[src/rtl/mbb_pkg.sv]
package mbb_pkg;
  typedef enum logic [3:0] {
    ACC_IDLE     = 4'd0,
    ACC_RD_EVEN8 = 4'd1,
    ACC_RD_ODD8  = 4'd2,
    ACC_WR_EVEN8 = 4'd3,
    ACC_WR_ODD8  = 4'd4,
    ACC_RD_WORD  = 4'd5,
    ACC_WR_WORD  = 4'd6,
    ACC_RD_SWAP  = 4'd7,
    ACC_WR_SWAP  = 4'd8
  } acc_e;

  localparam int unsigned NUM_LANES = 2;
  localparam int unsigned LANE_HI   = 1;
  localparam int unsigned LANE_LO   = 0;
endpackage

[src/rtl/mbb_addr_hold.sv]
module mbb_addr_hold #(
  parameter int unsigned AW = 16
) (
  input  logic          clk_i,
  input  logic          rst_ni,
  input  logic          capture_i,
  input  logic [AW-1:0] bus_i,
  output logic [AW-1:0] addr_o
);
  // open while the address phase lasts, frozen once the data phase begins
  always_ff @(posedge clk_i or negedge rst_ni) begin
    if (!rst_ni)        addr_o <= '0;
    else if (capture_i) addr_o <= bus_i;
  end
endmodule

[src/rtl/mbb_cycle_decode.sv]
module mbb_cycle_decode
  import mbb_pkg::*;
(
  input  logic                 active_i,
  input  logic                 strb_lo_ni,
  input  logic                 a0_i,
  input  logic                 rw_i,
  output acc_e                 acc_o,
  output logic [NUM_LANES-1:0] lane_we_o,
  output logic                 rd_o,
  output logic                 swap_o
);
  acc_e                 kind;
  logic [NUM_LANES-1:0] lanes;

  always_comb begin
    kind  = ACC_IDLE;
    lanes = '0;
    unique case ({strb_lo_ni, a0_i, rw_i})
      3'b101: begin kind = ACC_RD_EVEN8; lanes = 2'b10; end
      3'b011: begin kind = ACC_RD_ODD8;  lanes = 2'b01; end
      3'b100: begin kind = ACC_WR_EVEN8; lanes = 2'b10; end
      3'b010: begin kind = ACC_WR_ODD8;  lanes = 2'b01; end
      3'b001: begin kind = ACC_RD_WORD;  lanes = 2'b11; end
      3'b000: begin kind = ACC_WR_WORD;  lanes = 2'b11; end
      3'b111: begin kind = ACC_RD_SWAP;  lanes = 2'b11; end
      3'b110: begin kind = ACC_WR_SWAP;  lanes = 2'b11; end
      default: begin kind = ACC_IDLE;    lanes = 2'b00; end
    endcase
  end

  // qualified by select and phase only, never by a direction edge
  assign acc_o     = active_i ? kind : ACC_IDLE;
  assign lane_we_o = (active_i && !rw_i) ? lanes : '0;
  assign rd_o      = active_i && rw_i;
  assign swap_o    = strb_lo_ni && a0_i;
endmodule

[src/rtl/mbb_lane_xbar.sv]
module mbb_lane_xbar #(
  parameter int unsigned LW    = 8,
  parameter int unsigned LANES = 2
) (
  input  logic                swap_i,
  input  logic [LANES*LW-1:0] bus_wdata_i,
  input  logic [LANES*LW-1:0] mem_rdata_i,
  output logic [LANES*LW-1:0] mem_wdata_o,
  output logic [LANES*LW-1:0] bus_rdata_o
);
  for (genvar g = 0; g < LANES; g++) begin : g_lane
    localparam int unsigned MIRROR = LANES - 1 - g;
    assign mem_wdata_o[g*LW +: LW] = swap_i ? bus_wdata_i[MIRROR*LW +: LW]
                                            : bus_wdata_i[g*LW +: LW];
    assign bus_rdata_o[g*LW +: LW] = swap_i ? mem_rdata_i[MIRROR*LW +: LW]
                                            : mem_rdata_i[g*LW +: LW];
  end
endmodule

[src/rtl/mux_byte_bridge.sv]
module mux_byte_bridge
  import mbb_pkg::*;
#(
  parameter int unsigned LANE_W = 8,
  localparam int unsigned DW    = NUM_LANES * LANE_W,
  localparam int unsigned MAW   = DW - 1
) (
  input  logic           clk_i,
  input  logic           rst_ni,
  input  logic           addr_phase_i,
  input  logic           cs_ni,
  input  logic           rw_i,
  input  logic           strb_lo_ni,
  input  logic [DW-1:0]  ad_i,
  output logic [DW-1:0]  ad_o,
  output logic           ad_oe_o,
  output logic [MAW-1:0] mem_addr_o,
  output logic           mem_we_hi_o,
  output logic           mem_we_lo_o,
  output logic           mem_oe_o,
  output logic [DW-1:0]  mem_wdata_o,
  input  logic [DW-1:0]  mem_rdata_i,
  output logic [3:0]     acc_type_o
);
  logic [DW-1:0]        addr_q;
  logic                 active;
  logic                 rd;
  logic                 swap;
  logic [NUM_LANES-1:0] lane_we;
  acc_e                 acc;

  assign active = !addr_phase_i && !cs_ni;

  mbb_addr_hold #(.AW(DW)) u_hold (
    .clk_i     (clk_i),
    .rst_ni    (rst_ni),
    .capture_i (addr_phase_i),
    .bus_i     (ad_i),
    .addr_o    (addr_q)
  );

  mbb_cycle_decode u_dec (
    .active_i   (active),
    .strb_lo_ni (strb_lo_ni),
    .a0_i       (addr_q[0]),
    .rw_i       (rw_i),
    .acc_o      (acc),
    .lane_we_o  (lane_we),
    .rd_o       (rd),
    .swap_o     (swap)
  );

  mbb_lane_xbar #(.LW(LANE_W), .LANES(NUM_LANES)) u_xbar (
    .swap_i      (swap),
    .bus_wdata_i (ad_i),
    .mem_rdata_i (mem_rdata_i),
    .mem_wdata_o (mem_wdata_o),
    .bus_rdata_o (ad_o)
  );

  assign mem_addr_o  = addr_q[DW-1:1];
  assign mem_we_hi_o = lane_we[LANE_HI];
  assign mem_we_lo_o = lane_we[LANE_LO];
  assign mem_oe_o    = rd;
  assign ad_oe_o     = rd;
  assign acc_type_o  = acc;
endmodule

[config.mk]
export PLATFORM = sky130hd
export DESIGN_NAME = mux_byte_bridge
export DESIGN_NICKNAME = d
export VERILOG_FILES = /design/src/rtl/mbb_pkg.sv /design/src/rtl/mbb_addr_hold.sv /design/src/rtl/mbb_cycle_decode.sv /design/src/rtl/mbb_lane_xbar.sv /design/src/rtl/mux_byte_bridge.sv
export SDC_FILE = /design/constraint.sdc
export NUM_CORES = 1
export LEC_CHECK = 0
export BUFFER_PORTS_ARGS = -buffer_cell sky130_fd_sc_hd__buf_2
export CAP_MARGIN = 20
export CORE_UTILIZATION = 45
export CTS_BUF_LIST = sky130_fd_sc_hd__clkbuf_8
export DETAILED_ROUTE_END_ITERATION = 8
export PLACE_DENSITY = 0.89
export SETUP_SLACK_MARGIN = 0.02
export SYNTH_ARGS = -nofsm -noshare
export SYNTH_HDL_FRONTEND = slang
export SYNTH_HIERARCHICAL = 1
export SYNTH_SLANG_ARGS = --single-unit
export TNS_END_PERCENT = 30
[constraint.sdc]
create_clock -name clk_i -period 3.5 [get_ports clk_i]
set_clock_uncertainty 0.1 [all_clocks]
set_input_delay 0.7 -clock clk_i [delete_from_list [all_inputs] [get_ports clk_i]]
set_output_delay 0.7 -clock clk_i [all_outputs]
set_load 0.02 [all_outputs]
==> flow_metrics.env <==
export IMPL_maxSlewHeadroom=0.685
export IMPL_ctsResizeCount=0
export IMPL_cts_tree="yes"
export IMPL_grt_pass1_vias=954
export IMPL_regArea_um2=400
export IMPL_synthesis_area_um2=1350
export IMPL_clk_pin_slew_worst_paths_ns=0.06
export IMPL_synth_area_top_cells="mux2_4 (45%), dfrtp_1 (30%), mux2_2 (6.7%)"
export IMPL_netlist_area_leader_share=0.446
export IMPL_grt_max_degree=23
export IMPL_setup_tns_ns=0
export IMPL_syn_inst=91
export IMPL_rsz0062_at_grt="false"
export IMPL_synth_top_area_cell="mux2_4"
export IMPL_drt_pre_antenna_iters=5
export IMPL_top_regs="u_hold/addr_o (16)"
export IMPL_io_buffer_count=92
export IMPL_largest_register_ffs=16
export IMPL_synth_seq_cells=16
export IMPL_path_class="primary input to output port"
export IMPL_core_area_um2=2810
export IMPL_hold_viol=0
export IMPL_ys_flop_type="dfrtp_1"
export IMPL_tightest_slew_ns=0.473
export IMPL_yosys_top_cells_count="mux2_4 (40), dfrtp_1 (16), mux2_2 (8), ha_1 (5), buf_12 (4)"
export IMPL_p_int_uw=412
export IMPL_period_share=0.765
export IMPL_htree_levels=1
export IMPL_cts_root_buf="clkbuf_8"
export IMPL_async_flop_share=1.00
export IMPL_clk_path_buf_depth=2
export IMPL_wl_per_cell_um=13.2
export IMPL_area_growth_pct=33.6
export IMPL_ys_types=16
export IMPL_hold_class="primary input to async pin"
export IMPL_seqPwrFrac=0.346
export IMPL_yosysWarnings=6
export IMPL_fillCellCount=240
export IMPL_clkSinkCount=16
export IMPL_synth_most_common_cell="mux2_4"
export IMPL_routed_wirelength_mm=2.79
export IMPL_dp_hpwl_mm=2.29
export IMPL_p_sw_uw=210
export IMPL_routed_via_count=1049
export IMPL_grt_overflow_total=0
export IMPL_largest_register="u_hold/addr_o"
export IMPL_numCtsBuffers=3
export IMPL_outcome="complete, but fails checks"
export IMPL_ys_seq_area_frac=0.297
export IMPL_syn_nets=134
export IMPL_switching_share=0.338
export IMPL_viasPerCell=4.95
export IMPL_syn_mean_instance_area_um2=14.8
export IMPL_start_util=0.480
export IMPL_cp_end_kind="output port"
export IMPL_fp_dieH_um=56.7
export IMPL_pwr_share_clk=0.208
export IMPL_start_kind="primary input"
export IMPL_synth_edf_count=0
export IMPL_min_period_ns=2.68
export IMPL_comb_power_share=0.446
export IMPL_ios=93
export IMPL_n_antenna_cell=0
export IMPL_critPathArrivalTime_ns=1.88
export IMPL_slew_viol_final=0
export IMPL_crit_fanout=22
export IMPL_clock_latency_ns=0.24
export IMPL_critical_path_required_ns=2.70
export IMPL_hold_buffers=0
export IMPL_setup_viol=0
export IMPL_p_per_area_nw_per_um2=346
export IMPL_multi_input_area_um2=833
export IMPL_place_congestion=0.710
export IMPL_chipWidth_um=56.7
export IMPL_die_area_um2=3220
export IMPL_row_count=19
export IMPL_ant_nets=0
export IMPL_grt_usage=0.175
export IMPL_fmax_mhz=374
export IMPL_maxCapViolCount=0
export IMPL_drcViolationCount=18
export IMPL_violations="design-rule violations"
export IMPL_peakVddDrop_v=0.000222
export IMPL_postCtsSetupRepairBufs=0
export IMPL_antenna_found_initial=0
export IMPL_grt_pass1_wl_mm=4.32
export IMPL_final_util=0.642
export IMPL_fin_nets=226
export IMPL_final_layout_size_suffix_gt1_frac=0.812
export IMPL_first_iter_violations=41
export IMPL_p_leak_uw=0.00103
metal layers:
layer | global-route usage | wire, um | vias to the layer above | share of wire
met1 | 0.190 | 1060 | 482 | 0.38
li1 | - | - | 503 | -
met2 | 0.316 | 1440 | 60 | 0.52
met5 | 0 | 0 | - | 0
met4 | 0.0571 | 46 | 0 | 0.016
met3 | 0.0576 | 244 | 4 | 0.087
layout by cell type (no fill, tap or decap), drive strengths merged:
| cell type | synthesis | layout |
|---|---|---|
| a21oi | 2 | 2 |
| and2 | 2 | 2 |
| and3 | 1 | 1 |
| buf | 7 | 94 |
| clkbuf | 0 | 3 |
| dfrtp | 16 | 16 |
| ha | 5 | 5 |
| inv | 3 | 3 |
| mux2 | 48 | 48 |
| nand2 | 1 | 1 |
| nand2b | 2 | 2 |
| nor2 | 2 | 2 |
| o211a | 2 | 2 |
worst max-delay path, cell delays in order:
cell and delay, ns:
buf_2 0.13, inv_2 0.07, nor2_4 0.10, buf_4 0.34
mux2_2 0.37, buf_2 0.16
power by group through the flow:
| stage | logic (uW) | clock network, uW | registers, uW |
|---|---|---|---|
| finish | 278 | 130 | 215 |
| global route | 294 | 144 | 217 |
| CTS | 280 | 135 | 215 |
| detailed placement | 279 | 0 | 218 |
| global placement | 275 | 0 | 216 |
| floorplan | 178 | 0 | 239 |
area by class of cell:
cell class	count	share of cell area
multi-input combinational	65	0.463
timing repair buffer	94	0.264
sequential	16	0.222
clock buffer	3	0.0229
tap	31	0.0215
inverter	3	0.00625
cells by family (layout without fill, tap and decap cells):
logic type | Yosys count | after routing | share of synthesized area
buffers and inverters | 10 | 100 | 0.0901
and+or+nand+nor | 8 | 8 | 0.0316
muxes | 48 | 48 | 0.513
DFF | 16 | 16 | 0.297
adders and majority gates | 5 | 5 | 0.0464
AOI/OAI and AO/OA | 4 | 4 | 0.0223
final timing paths:
| path | start | end | slack (ns) | depth (start not counted) |
|---|---|---|---|---|
| hold reg to reg | u_hold/addr_o[1] | u_hold/addr_o[1] | 0.40 | 1 |
| hold / removal | rst_ni | u_hold/addr_o[13] | 0.26 | 1 |
| min in group clk_i | u_hold/addr_o[1] | u_hold/addr_o[1] | 0.40 | 1 |
| setup reg to reg | u_hold/addr_o[0] | u_hold/addr_o[0] | 2.55 | 1 |
| setup / recovery | strb_lo_ni | ad_o[13] | 0.82 | 6 |
| max in group asynchronous | rst_ni | u_hold/addr_o[9] | 2.79 | 1 |
per-stage QoR:
stage	total power (uW)	instance area, um^2	worst slack, ns	hold WS, ns	instances
global route	656	1800	0.742	0.272	212
finish	623	1800	0.823	0.260	212
CTS	630	1800	0.814	0.265	212
floorplan	417	1350	1.24	0.304	91
detailed placement	497	1760	0.814	0.390	209
global placement	491	1760	0.830	0.384	209
(Power assumes the default switching activity.)
